<file path="src/rtl/dmle_pkg.sv">
package dmle_pkg;
  typedef enum logic {
    MODE_WIDE  = 1'b0,
    MODE_SPLIT = 1'b1
  } le_mode_e;

  // Bits per half in the chain: one inversion bit per data input plus bypass.
  function automatic int half_cfg_bits(input int ndata);
    return ndata + 1;
  endfunction
endpackage

</file>
<file path="src/rtl/dmle_cfg_chain.sv">
module dmle_cfg_chain #(
  parameter int CFG_BITS = 11
) (
  input  logic                clk,
  input  logic                rst,
  input  logic                shift_en,
  input  logic                ser_in,
  output logic [CFG_BITS-1:0] cfg_o,
  output logic                ser_out
);
  logic [CFG_BITS-1:0] chain_q;

  // Newest bit enters at the top, so the first bit shifted lands at bit 0.
  always_ff @(posedge clk) begin
    if (rst)           chain_q <= '0;
    else if (shift_en) chain_q <= {ser_in, chain_q[CFG_BITS-1:1]};
  end

  assign cfg_o   = chain_q;
  assign ser_out = chain_q[0];

  a_r6_chain_reset: assert property (@(posedge clk) rst |=> chain_q == '0);
  a_r7_chain_shift: assert property (@(posedge clk) disable iff (rst)
    shift_en |=> (chain_q[CFG_BITS-1] == $past(ser_in)) &&
                 (chain_q[CFG_BITS-2:0] == $past(chain_q[CFG_BITS-1:1])));
  a_r7_chain_hold: assert property (@(posedge clk) disable iff (rst)
    !shift_en |=> $stable(chain_q));
endmodule

</file>
<file path="src/rtl/dmle_mux_half.sv">
module dmle_mux_half
  import dmle_pkg::*;
#(
  parameter int NDATA = 4,
  localparam int SELW = $clog2(NDATA)
) (
  input  logic [NDATA-1:0] data_i,
  input  logic [SELW-1:0]  sel_i,
  input  logic [NDATA-1:0] inv_i,
  input  le_mode_e         mode_i,
  output logic             y_o
);
  // In split mode only the low select bit survives.
  function automatic logic [SELW-1:0] narrow_sel(input logic [SELW-1:0] s,
                                                 input le_mode_e m);
    logic [SELW-1:0] r;
    r = s;
    if (m == MODE_SPLIT) r = {{(SELW-1){1'b0}}, s[0]};
    return r;
  endfunction

  function automatic logic pick(input logic [NDATA-1:0] d,
                                input logic [NDATA-1:0] inv,
                                input logic [SELW-1:0]  s);
    logic [NDATA-1:0] cond;
    cond = d ^ inv;
    return cond[s];
  endfunction

  logic [SELW-1:0] eff_sel;
  assign eff_sel = narrow_sel(sel_i, mode_i);
  assign y_o     = pick(data_i, inv_i, eff_sel);
endmodule

</file>
<file path="src/rtl/dmle_out_reg.sv">
module dmle_out_reg (
  input  logic clk,
  input  logic rst,
  input  logic ce,
  input  logic d_i,
  input  logic bypass_i,
  output logic y_o
);
  logic q;

  always_ff @(posedge clk) begin
    if (rst)     q <= 1'b0;
    else if (ce) q <= d_i;
  end

  assign y_o = bypass_i ? d_i : q;

  a_r6_reg_reset: assert property (@(posedge clk) rst |=> q == 1'b0);
  a_r5_capture: assert property (@(posedge clk) disable iff (rst)
    ce |=> q == $past(d_i));
  a_r5_hold: assert property (@(posedge clk) disable iff (rst)
    !ce |=> $stable(q));
  a_r4_registered_path: assert property (@(posedge clk) disable iff (rst)
    !bypass_i |-> y_o == q);
endmodule

</file>
<file path="src/rtl/dual_mux_le.sv">
module dual_mux_le
  import dmle_pkg::*;
#(
  parameter int NDATA = 4,
  localparam int SELW     = $clog2(NDATA),
  localparam int NHALF    = 2,
  localparam int HBITS    = NDATA + 1,
  localparam int CFG_BITS = NHALF * HBITS + 1
) (
  input  logic             clk,
  input  logic             rst,
  input  logic             ce,
  input  logic             cfg_en,
  input  logic             cfg_din,
  output logic             cfg_dout,
  input  logic [NDATA-1:0] data_in,
  input  logic [SELW-1:0]  sel_a,
  input  logic [SELW-1:0]  sel_b,
  output logic             out_a,
  output logic             out_b
);
  logic [CFG_BITS-1:0] cfg_w;
  le_mode_e            mode_w;
  logic [SELW-1:0]     sel_h   [NHALF];
  logic [NDATA-1:0]    inv_h   [NHALF];
  logic                byp_h   [NHALF];
  logic                comb_h  [NHALF];
  logic                out_h   [NHALF];

  dmle_cfg_chain #(.CFG_BITS(CFG_BITS)) u_chain (
    .clk(clk), .rst(rst), .shift_en(cfg_en), .ser_in(cfg_din),
    .cfg_o(cfg_w), .ser_out(cfg_dout)
  );

  assign mode_w   = le_mode_e'(cfg_w[CFG_BITS-1]);
  assign sel_h[0] = sel_a;
  assign sel_h[1] = sel_b;

  for (genvar h = 0; h < NHALF; h++) begin : g_half
    assign inv_h[h] = cfg_w[h*HBITS +: NDATA];
    assign byp_h[h] = cfg_w[h*HBITS + NDATA];

    dmle_mux_half #(.NDATA(NDATA)) u_mux (
      .data_i(data_in), .sel_i(sel_h[h]), .inv_i(inv_h[h]),
      .mode_i(mode_w), .y_o(comb_h[h])
    );

    dmle_out_reg u_reg (
      .clk(clk), .rst(rst), .ce(ce), .d_i(comb_h[h]),
      .bypass_i(byp_h[h]), .y_o(out_h[h])
    );
  end

  assign out_a = out_h[0];
  assign out_b = out_h[1];

  a_r1_wide_pick: assert property (@(posedge clk) disable iff (rst)
    (mode_w == MODE_WIDE) |-> comb_h[0] == (data_in[sel_a] ^ cfg_w[sel_a]));
  a_r2_split_pick: assert property (@(posedge clk) disable iff (rst)
    (mode_w == MODE_SPLIT) |->
      comb_h[1] == (sel_b[0] ? (data_in[1] ^ cfg_w[HBITS+1])
                             : (data_in[0] ^ cfg_w[HBITS])));
  a_r4_bypass_a: assert property (@(posedge clk) disable iff (rst)
    cfg_w[NDATA] |-> out_a == comb_h[0]);
endmodule

</file>
<file path="config.mk">
export PLATFORM = sky130hd
export DESIGN_NAME = dual_mux_le
export DESIGN_NICKNAME = d
export VERILOG_FILES = /design/src/rtl/dmle_pkg.sv /design/src/rtl/dmle_cfg_chain.sv /design/src/rtl/dmle_mux_half.sv /design/src/rtl/dmle_out_reg.sv /design/src/rtl/dual_mux_le.sv
export SDC_FILE = /design/constraint.sdc
export NUM_CORES = 1
export LEC_CHECK = 0
export ABC_AREA = 1
export BUFFER_PORTS_ARGS = -buffer_cell sky130_fd_sc_hd__buf_4
export CORE_MARGIN = 5
export CORE_UTILIZATION = 26
export CTS_CLUSTER_DIAMETER = 150
export DETAILED_ROUTE_END_ITERATION = 10
export GPL_TIMING_DRIVEN = 0
export HOLD_SLACK_MARGIN = 0.03
export PLACE_DENSITY_LB_ADDON = 0.1
export SYNTH_ARGS = -nofsm -noshare
export SYNTH_HDL_FRONTEND = slang
export SYNTH_SLANG_ARGS = --single-unit
</file>
<file path="constraint.sdc">
create_clock -name clk -period 1.41 [get_ports clk]
set_input_delay 0.0705 -clock clk [delete_from_list [all_inputs] [get_ports clk]]
set_output_delay 0.0705 -clock clk [all_outputs]
set_load 0.05 [all_outputs]
</file>
==> flow_summary.json <==
{
  "leakagePower_nw": 0.456,
  "hold_path_class": "in2reg",
  "overflow": 0,
  "yosysWarningCount": 0,
  "clk_path_buf_depth": 2,
  "worst-path-stages": 7,
  "fmax_mhz": 735,
  "status": "finished, final reports clean",
  "worstReg2RegEnd": "g_half[1].u_reg.q$_SDFFE_PP0P_",
  "antenna_found_initial": 0,
  "place_congestion": 0.709,
  "rsz0062_at_grt": "true",
  "start_util_pct": 27.1,
  "hold-path-endpoint": "u_chain.cfg_o[10]$_SDFFE_PP0P_",
  "slowest_stage": "dfxtp_2",
  "cts.sink_count": 13,
  "first_pass_iters": 3,
  "num_vias": 703,
  "syn_area_um2": 747,
  "tightest_slew_ps": 191,
  "path_class": "reg2out",
  "cts_tree": "built",
  "drive_above_1_share_pct": 38.7,
  "syn_nets": 116,
  "vdd_drop_max_v": 0.000565,
  "wl_per_cell_um": 11.7,
  "critPathLaunchType": "register",
  "wl_um": 1810,
  "final_hold_viol_count": 0,
  "layout_min_cycle_time_ps": 1360,
  "drt.antenna.violating_nets": 0,
  "diodes": 0,
  "cap_violations": 0,
  "drv_slew": 0,
  "synth_top_area_cell": "dfxtp_1",
  "finalCritPeriodShare_pct": 96.5,
  "slew_headroom_pct": 87.2,
  "clockRootBuffer": "clkbuf_4",
  "syn_to_final_growth_pct": 28.5,
  "ys_ff_latch": 13,
  "synth_top_area_share_pct": 34.8,
  "final_design_area_no_fill_um2": 960,
  "grt_use_total_pct": 9.75,
  "clock_latency_ps": 280,
  "yosysSeqAreaShare_pct": 34.8,
  "rows": 19,
  "r2r_start": "u_chain.cfg_o[10]$_SDFFE_PP0P_",
  "cts.htree.levels": 1,
  "clk_pin_slew_ps": 80,
  "power_density_mw_per_mm2": 923,
  "layout_common_cells": "nand2_1 (25), buf_4 (15), inv_1 (14)",
  "grt_max_degree": 11,
  "netlist-cell-type-count": 15,
  "grt_pass1_wl_um": 3090,
  "syn_avg_cell_area_um2": 7.25,
  "cts_made_buffers": 3,
  "synth.area.top_cells": "dfxtp_1 (35%), a211oi_2 (13%), nand2_1 (13%), inv_1 (9.5%), nand3_1 (6.7%)",
  "grt_pass1_vias": 703,
  "final_nets": 138,
  "core_mm2": 0.00276,
  "cp_cell_sequence": "inv_2, nand2_2, nand3b_1, nand2_1, nand2_1, nand2_1, buf_6",
  "crit_path_frequent_cell": "nand2_1",
  "drc": 0,
  "hold_slack_ps": 71.0,
  "min_from": "cfg_din",
  "syn_inst": 103,
  "pin_count": 16,
  "worst-path-buf-inv": 2,
  "avgViaCountPerCell": 4.54,
  "final-setup-viol-count": 0,
  "final_core_util_pct": 34.8,
  "cp_max_fo": 3,
  "dp_hpwl_um": 1410,
  "ff2ff_path_depth": 7,
  "cp_top_family": "simple AND/OR/NAND/NOR gates",
  "clock_skew_ps": 2.31,
  "r2r_slack_ps": 420,
  "final_common_cell": "nand2_1",
  "whs_path_depth": 3,
  "dieArea_mm2": 0.00404,
  "slowest_delay_ps": 320,
  "first_iter_violations": 17,
  "placed_area_um2": 892,
  "io_buffers": 14,
  "dp.cells": 148,
  "die_w_um": 63.6,
  "crit_arrival_ps": 1290,
  "die_h_um": 63.6,
  "cp-end-kind": "primary output",
  "layout.cells.non_filler": 155,
  "required_ps": 1340
}
==> cell families after synthesis <==
family	share of synthesized area (%)
flops	34.8
simple gates	31.7
buf+inv	15.7
compound gates	17.8
==> worst max-delay path by stage <==
| stage | startpoint | end | slack, ps |
|---|---|---|---|
| 2_1_floorplan | u_chain.cfg_o[0]$_SDFFE_PP0P_ | out_a | 170 |
| 3_3_place_gp | u_chain.cfg_o[10]$_SDFFE_PP0P_ | out_b | 300 |
| 3_5_place_dp | u_chain.cfg_o[10]$_SDFFE_PP0P_ | out_b | 320 |
| 4_1_cts | u_chain.cfg_o[10]$_SDFFE_PP0P_ | out_b | 10 |
| 5_1_grt | u_chain.cfg_o[10]$_SDFFE_PP0P_ | out_b | -60 |
| 6_report | u_chain.cfg_o[10]$_SDFFE_PP0P_ | out_b | 50 |
==> area by class of cell <==
type,instances,area (um^2)
buffer,3,38.8
clock buffer,4,26.3
fill,315,1800
inverter,21,78.8
multi-input combinational,66,372
sequential,13,268
tap,31,38.8
timing repair buffer,17,138
==> layer usage <==
layer	vias up	global-route usage (%)	wire (um)
li1	367	-	-
met1	323	11.7	851
met2	11	15.7	879
met3	2	3.91	61
met4	0	3.12	21
met5	-	0	0
==> worst min-delay path: stages <==
cell      delay (ps)
buf_4            110
nor2_1            90
a211oi_1          50
==> state kept, by name, indices dropped and copies added (netlist names) <==
signal	count
g_half.u_reg.q	2
u_chain.cfg_o	11
==> per-stage QoR <==
| stage | worst slack (ps) | power [mW] | setup TNS (ps) |
|---|---|---|---|
| after global placement | 304 | 0.639 | 0 |
| after floorplan | 175 | 0.568 | 0 |
| final | 48.8 | 0.886 | 0 |
| after CTS | 11.1 | 0.886 | 0 |
| after detailed placement | 320 | 0.639 | 0 |
| after global routing | -56.0 | 0.953 | -83.8 |
==> report_power, final <==
part / switching [mW] / internal [mW] / leakage (nW)
logic: 0.132 / 0.103 / 0.331
clock network: 0.129 / 0.110 / 0.0150
registers: 0.0176 / 0.394 / 0.110
==> Yosys cell counts, drive strengths merged <==
master	instances
nand2	26
inv	21
dfxtp	13
nand3	12
a211oi	11
nor2	11
buf	3
a21oi	2
nand3b	2
or2	2
==> what timing repair did <==
action,in CTS,in global routing
endpoints found under the setup margin,1,2
pin swaps,0,5
resized for setup,1,12
endpoints found under the hold margin,1,0
buffers inserted,0,2
hold buffers,1,0
No activity file was read; power rests on OpenSTA's default activity.
